--- src/rtl/pxu_pkg.sv ---
// Shared parameters, field positions and types for the predicate/register
// transfer unit. Assumes a 64-bit instruction word with a 16-bit opcode on top.
package pxu_pkg;
    localparam int INSTR_W  = 64;
    localparam int REG_W    = 32;
    localparam int NPRED    = 7;
    localparam int DST_W    = 8;
    localparam int BSEL_W   = 2;
    localparam int BYTE_W   = 8;

    localparam int OPC_LSB  = 48;
    localparam int MASK_LSB = 20;
    localparam int BSEL_LSB = 41;
    localparam int MODE_BIT = 40;
    localparam int DST_LSB  = 0;

    localparam logic [15:0] OPC_CARE    = 16'hFEF8;
    localparam logic [15:0] OPC_SCATTER = 16'h38F0;
    localparam logic [15:0] OPC_PACK    = 16'h38E8;

    typedef enum logic [1:0] {
        OP_NONE    = 2'd0,
        OP_SCATTER = 2'd1,
        OP_PACK    = 2'd2
    } xfer_op_e;

    typedef struct packed {
        xfer_op_e               op;
        logic                   mode_reg;
        logic [NPRED-1:0]       mask;
        logic [BSEL_W-1:0]      bsel;
        logic [DST_W-1:0]       dst;
    } xfer_dec_t;
endpackage

--- src/rtl/pxu_decode.sv ---
// Opcode match and field extraction. Purely combinational; assumes the
// opcode patterns do not overlap (they differ in bits 52:51).
module pxu_decode
    import pxu_pkg::*;
(
    input  logic [INSTR_W-1:0] instr,
    output xfer_dec_t          dec,
    output logic               bad
);
    logic [15:0] opc;

    // Match the opcode against both patterns and slice out fields.
    always_comb begin
        opc          = instr[OPC_LSB +: 16];
        dec.mask     = instr[MASK_LSB +: NPRED];
        dec.bsel     = instr[BSEL_LSB +: BSEL_W];
        dec.mode_reg = instr[MODE_BIT];
        dec.dst      = instr[DST_LSB +: DST_W];
        if ((opc & OPC_CARE) == OPC_SCATTER)   dec.op = OP_SCATTER;
        else if ((opc & OPC_CARE) == OPC_PACK) dec.op = OP_PACK;
        else                                   dec.op = OP_NONE;
        bad = (dec.op == OP_NONE) || dec.mode_reg;
    end
endmodule

--- src/rtl/pxu_scatter.sv ---
// Scatter path: selects one byte of the source value and proposes a write of
// its low predicate-count bits, gated per bit by the mask and by enable.
module pxu_scatter
    import pxu_pkg::*;
(
    input  logic              en,
    input  logic [REG_W-1:0]  src,
    input  logic [BSEL_W-1:0] bsel,
    input  logic [NPRED-1:0]  mask,
    output logic [NPRED-1:0]  we,
    output logic [NPRED-1:0]  wd
);
    localparam int SH_W = $clog2(REG_W);
    logic [REG_W-1:0] shifted;
    logic [SH_W-1:0]  offs;

    // Bring the selected byte down to bit 0.
    always_comb begin
        offs    = SH_W'({bsel, 3'b000});
        shifted = src >> offs;
    end

    for (genvar i = 0; i < NPRED; i++) begin : g_bit
        // Per-predicate enable and value.
        assign we[i] = en & mask[i];
        assign wd[i] = en & mask[i] & shifted[i];
    end
endmodule

--- src/rtl/pxu_pack.sv ---
// Pack path: gathers predicates into a byte, masks it and inserts it into the
// selected byte of the source value. The top bit of the byte is always zero.
module pxu_pack
    import pxu_pkg::*;
(
    input  logic [REG_W-1:0]  src,
    input  logic [BSEL_W-1:0] bsel,
    input  logic [NPRED-1:0]  mask,
    input  logic [NPRED-1:0]  preds,
    output logic [REG_W-1:0]  result
);
    localparam int SH_W = $clog2(REG_W);
    logic [BYTE_W-1:0] packed_b;
    logic [SH_W-1:0]   offs;
    logic [REG_W-1:0]  hole;

    for (genvar i = 0; i < BYTE_W; i++) begin : g_bit
        if (i < NPRED) begin : g_pred
            assign packed_b[i] = preds[i] & mask[i];
        end else begin : g_zero
            assign packed_b[i] = 1'b0;
        end
    end

    // Clear the target byte and merge the packed byte into it.
    always_comb begin
        offs   = SH_W'({bsel, 3'b000});
        hole   = REG_W'({BYTE_W{1'b1}}) << offs;
        result = (src & ~hole) | (REG_W'(packed_b) << offs);
    end
endmodule

--- src/rtl/pred_xfer_unit.sv ---
// Top of the predicate/register transfer unit. Decodes one instruction per
// cycle and registers all write-port outputs one clock after issue. Assumes
// the caller holds the predicate file; the always-true predicate is not part
// of pred_in and is never written.
module pred_xfer_unit
    import pxu_pkg::*;
(
    input  logic               clk,
    input  logic               rst_n,
    input  logic               issue_valid,
    input  logic [INSTR_W-1:0] instr,
    input  logic [REG_W-1:0]   src_val,
    input  logic [NPRED-1:0]   pred_in,
    output logic               out_valid,
    output logic               illegal,
    output logic [NPRED-1:0]   pred_we,
    output logic [NPRED-1:0]   pred_wdata,
    output logic               reg_we,
    output logic [DST_W-1:0]   reg_waddr,
    output logic [REG_W-1:0]   reg_wdata
);
    xfer_dec_t        dec;
    logic             bad;
    logic             do_scatter;
    logic             do_pack;
    logic [NPRED-1:0] s_we;
    logic [NPRED-1:0] s_wd;
    logic [REG_W-1:0] p_res;

    pxu_decode u_dec (.instr(instr), .dec(dec), .bad(bad));

    // Qualify the two operations with issue and supported mode.
    always_comb begin
        do_scatter = issue_valid && !bad && (dec.op == OP_SCATTER);
        do_pack    = issue_valid && !bad && (dec.op == OP_PACK);
    end

    pxu_scatter u_sc (
        .en(do_scatter), .src(src_val), .bsel(dec.bsel), .mask(dec.mask),
        .we(s_we), .wd(s_wd)
    );

    pxu_pack u_pk (
        .src(src_val), .bsel(dec.bsel), .mask(dec.mask), .preds(pred_in),
        .result(p_res)
    );

    // Output stage: capture the issue-cycle result, cleared in reset.
    always_ff @(posedge clk) begin
        if (!rst_n) begin
            out_valid  <= 1'b0;
            illegal    <= 1'b0;
            pred_we    <= '0;
            pred_wdata <= '0;
            reg_we     <= 1'b0;
            reg_waddr  <= '0;
            reg_wdata  <= '0;
        end else begin
            out_valid  <= issue_valid;
            illegal    <= issue_valid && bad;
            pred_we    <= s_we;
            pred_wdata <= s_wd;
            reg_we     <= do_pack;
            reg_waddr  <= do_pack ? dec.dst : '0;
            reg_wdata  <= do_pack ? p_res : '0;
        end
    end
endmodule

--- config.mk ---
export PLATFORM = sky130hd
export DESIGN_NAME = pred_xfer_unit
export DESIGN_NICKNAME = d
export VERILOG_FILES = /design/src/rtl/pxu_pkg.sv /design/src/rtl/pxu_decode.sv /design/src/rtl/pxu_scatter.sv /design/src/rtl/pxu_pack.sv /design/src/rtl/pred_xfer_unit.sv
export SDC_FILE = /design/constraint.sdc
export NUM_CORES = 1
export LEC_CHECK = 0
export ABC_AREA = 0
export BUFFER_PORTS_ARGS = -buffer_cell sky130_fd_sc_hd__clkbuf_2
export CAP_MARGIN = 5
export CORE_MARGIN = 1.5
export CORE_UTILIZATION = 44
export DETAILED_ROUTE_END_ITERATION = 8
export PLACE_DENSITY = 0.85
export SYNTH_ARGS = -nofsm -noshare
export SYNTH_HDL_FRONTEND = slang
export SYNTH_SLANG_ARGS = --single-unit
--- constraint.sdc ---
create_clock -name clk -period 3.2 [get_ports clk]
set_input_delay 0.32 -clock clk [delete_from_list [all_inputs] [get_ports clk]]
set_output_delay 0.32 -clock clk [all_outputs]
set_load 0.02 [all_outputs]
* Yosys cells after proc, flatten, opt, wreduce, memory -nomap -nowiden
Index checks and enable logic that the tools add are counted.
** Storage, ports and cells
- Bits in registers :: 57
- Bits of input ports :: 106
- Word-level logic and storage cells :: 48
** Cells by class
- Equal/unequal tests :: 4
- Shift-type cells :: 3
- Multiplexer cells :: 2
- Bitwise operators :: 24
- Reduce and logical (&&, ||, !) cells :: 8
** Operators by type and width (number)
- 32-bit AND :: 1
- 32-bit inverter :: 1
- 32-bit bitwise OR :: 1
- 7-bit by 5-bit << shifter with 32-bit output :: 1
- 8-bit by 5-bit << shifter with 32-bit output (first input constant) :: 1
- 32-bit by 5-bit right shift with 7-bit output :: 1
- 12-bit by 10-bit == test with 1-bit output (second input constant) :: 2
- 1-bit AND :: 21
- 1-bit logical AND :: 4
- 2-bit two-way mux :: 2
- 2-bit by 1-bit == test with 1-bit output (second input constant) :: 1
- 2-bit == test (second input constant) :: 1
- 2-bit logical NOT :: 1
- 2-bit AND reduction :: 1
- 1-bit logical NOT :: 1
- 1-bit logical OR :: 1

* Logic depth before layout (Yosys ltp)
- Word-level depth :: 10
- Gate-level depth with buffers :: 5

* By module
From an unflattened synthesis, not the netlist that was laid out.
** Unflattened totals
- Cells, all modules :: 270
- Area total of the unflattened synthesis :: 2915.3 µm²
** Modules (own cells, without submodules)
- pred_xfer_unit :: times used 1, cells each 174, area an instance 1991.9 µm², sequential area each 1141.1 µm²
- pxu_pack :: times used 1, cells each 46, area an instance 454.2 µm², sequential area each 0.0 µm²
- pxu_scatter :: times used 1, cells each 23, area an instance 260.2 µm², sequential area each 0.0 µm²
- pxu_decode :: times used 1, cells each 27, area an instance 209.0 µm², sequential area each 0.0 µm²

* Worst setup path before layout
OpenSTA, ideal clock, no wires.
- Path type :: input -> register
- From :: input instr[41]
- To :: register pred_wdata[0]
- Setup time :: 115 ps
- Arrival time :: 1119 ps
- Data required time :: 3085 ps
- Slack :: 1965 ps
- Stages on the path :: 3
- Buffers on the path :: 1
- Cells stage by stage :: buf_6 > mux4_2 > and3_1
** Between the ends
- Longest elaborated chain between the ends :: 2
** RTL lines
- from (decl) :: RTL line pred_xfer_unit.sv:11 : input logic [INSTR_W-1:0] instr,
- 32-bit by 5-bit right shift with 7-bit output :: RTL line pxu_scatter.sv:20 : shifted = src >> offs;
- 1-bit AND :: RTL line pxu_scatter.sv:26 : assign wd[i] = en & mask[i] & shifted[i];
- to (signal assigned) :: RTL line pred_xfer_unit.sv:62 : pred_wdata <= s_wd;
- to (decl) :: RTL line pred_xfer_unit.sv:17 : output logic [NPRED-1:0] pred_wdata,
No other way between the ends.
A chain may end at the register's enable or synchronous reset.

* Worst setup path after layout
- From :: input rst_n
- To :: register reg_wdata[31]
** Between the ends
- Longest elaborated chain between the ends :: 1
** RTL lines
- from (decl) :: RTL line pred_xfer_unit.sv:9 : input logic rst_n,
- 2-bit AND reduction (no source line)
- to (signal assigned) :: RTL line pred_xfer_unit.sv:65 : reg_wdata <= do_pack ? p_res : '0;
- to (decl) :: RTL line pred_xfer_unit.sv:20 : output logic [REG_W-1:0] reg_wdata
No other way between the ends.

==> flow_metrics.py <==
metrics = {
    "status": {
        "status": "finished, final reports clean",
    },
    "yosys": {
        "synth_compound_area_frac": 0.00543,
        "ys_ff_latch": 57,
        "syn_area_per_cell_sq_um": 11.8,
        "synth_top_family_by_area": "simple AND/OR/NAND/NOR gates",
        "synth_ff_type": "dfxtp_1",
        "synth_edf_count": 0,
        "synthXorXnorAreaFrac": 0.00380,
        "syn_nets": 302,
        "synthArstFlopShare": 0,
        "syn_inst": 196,
        "synthAdderAreaFrac": 0,
        "muxShareOfSynthArea": 0.190,
        "ys_seq_area_frac": 0.495,
        "synth_warnings": 0,
        "synth-simple-area-share": 0.248,
        "yosysUniqueCellTypes": 29,
        "netlist_area_sq_um": 2300,
    },
    "setup_path": {
        "worst-path-max-fanout": 41,
        "cp-start-kind": "primary input",
        "crit_path_top_delay_cell": "nand3b_2",
        "cp_slowest_stage_delay_ns": 0.79,
        "worstPathCellList": "clkbuf_2 -> and4_1 -> nand3b_2 -> nor4_1",
        "path_class": "in2reg",
        "end_kind": "flop",
        "cp.required_ns": 3.40,
        "arrival_ns": 1.92,
    },
    "clock_network": {
        "holdBufCountCts": 0,
        "cts-buffers-inserted": 9,
        "cts.sinks": 57,
        "h-tree-depth": 3,
        "cts_root_buf": "clkbuf_8",
        "cts_setup_buffers": 0,
        "clk_path_buf_depth": 2,
        "ctsResizeCount": 0,
        "clk_pin_slew_ns": 0.06,
        "cts_tree": "done",
    },
    "floorplanning": {
        "placementRows": 26,
        "fp.dieH_microns": 75.4,
        "die_area_sq_um": 5680,
        "core_sq_um": 5070,
        "initial_core_util": 0.454,
        "die_w_microns": 75.4,
        "ios": 163,
    },
    "cells_and_area": {
        "layout-drive-gt1-share": 0.535,
        "final_cells": 399,
        "diodes": 0,
        "final_nets": 431,
        "final_cell_mix": "clkbuf_2 (128), dfxtp_1 (57), mux2i_1 (28), nor3_2 (19), nor3_1 (17)",
        "layout_commonest_cell": "clkbuf_2",
        "syn_to_final_growth_pct": 35.1,
    },
    "global_routing": {
        "grt_max_degree": 42,
        "track_usage": 0.197,
        "first_global_vias": 1759,
        "grt_overflow_total": 0,
        "grt_pass1_wl_microns": 8290,
        "antenna_found_initial": 0,
    },
    "placement": {
        "place.gp.congestion": 0.831,
        "place_inst": 384,
        "hpwlAfterDp_microns": 4250,
        "io_buffers": 128,
    },
    "drt": {
        "avgViaCountPerCell": 4.81,
        "drt_iter0_markers": 61,
        "drc": 0,
        "via_count": 1918,
        "dr.pass1.iters": 4,
        "wirelength_microns": 5680,
        "ant_nets": 0,
        "post_drt_wl_per_cell_microns": 14.2,
    },
    "timing": {
        "rsz0062_at_grt": "no",
        "period_share": 0.536,
        "tns_ns": 0,
        "timing.fmax_ghz": 0.583,
        "maxSlewViolCount": 0,
        "hold_viol": 0,
        "setup_violations": 0,
        "slew_headroom": 0.263,
        "tightest_slew_ns": 1.10,
        "finalCriticalPeriod_ns": 1.71,
    },
    "job": {
        "cap_viol_max_count": 0,
    },
    "pwr": {
        "ir_worst_vdd_uv": 262,
        "power_density_nw_per_um2": 449,
        "leakagePower_nw": 1.49,
        "fin_total_pwr_w": 0.00140,
    },
    "min_path": {
        "hold_path.class": "in2reg",
    },
}
[state kept, by name (all words and copies together) (netlist names)]
register / cells
illegal: 1
reg_wdata: 32
pred_we: 7
reg_we: 1
reg_waddr: 8
pred_wdata: 7
out_valid: 1
[per-layer routing]
layer  track usage  vias up  share of wire
li1              -      946              -
met1         0.278      891           0.44
met2         0.309       75           0.50
met3        0.0291        6          0.048
met4        0.0734        0          0.010
met5             0        -              0
[power by group]
group	total (W)	switching, W	internal, W
clock network	0.000546	0.000254	0.000292
registers	0.000711	0.000000284	0.000711
logic	0.000141	0.0000678	0.0000729
total	0.00140	0.000322	0.00108
[final cells by class]
class	count	area, sq um
Clock buffer	11	141
Clock inverter	4	20.0
Fill cell	453	1960
Inverter	8	30.0
Multi-Input combinational cell	118	1030
Sequential cell	57	1140
Tap cell	70	87.6
Timing Repair Buffer	131	663
[critical path: cells and delay by family]
family                 cells  cell delay [ns]
and+or+nand+nor            3             1.52
buffers and inverters      1             0.08
[stage by stage]
step	worst slack (ns)	utilization	hold slack, ns	instance area [sq um]
floorplan	1.97	-	0.439	2300
finish	1.49	0.614	0.214	3110
detailed placement	1.15	0.582	0.534	2950
global placement	1.19	0.582	0.539	2950
CTS	1.50	0.614	0.197	3110
global route	1.31	0.614	0.211	3110
[cell families (layout without fill, tap and decap cells)]
| kind of cell | Yosys count | in the layout |
|---|---|---|
| AND/OR/NAND/NOR | 80 | 80 |
| buffers and inverters | 21 | 154 |
| AO/OA/AOI/OAI | 2 | 2 |
| XOR/XNOR | 1 | 1 |
| flip-flops | 57 | 57 |
| multiplexers | 35 | 35 |
[Yosys cell counts, drive strengths merged (3+ instances only)]
| master | n | share of area |
|---|---|---|
| nor3 | 36 | 0.12 |
| nand2 | 3 | 0.0060 |
| and2 | 15 | 0.041 |
| nor4 | 4 | 0.011 |
| inv | 8 | 0.013 |
| nand2b | 3 | 0.0081 |
| and3 | 7 | 0.019 |
| mux4 | 7 | 0.068 |
| mux2i | 28 | 0.12 |
| buf | 11 | 0.041 |
| dfxtp | 57 | 0.50 |
[final timing paths]
check                    from            end  cells after the start
hold / removal    src_val[31]  reg_wdata[31]                      3
setup / recovery        rst_n  reg_wdata[31]                      4
Note: power is estimated with default switching activity, not from simulation.
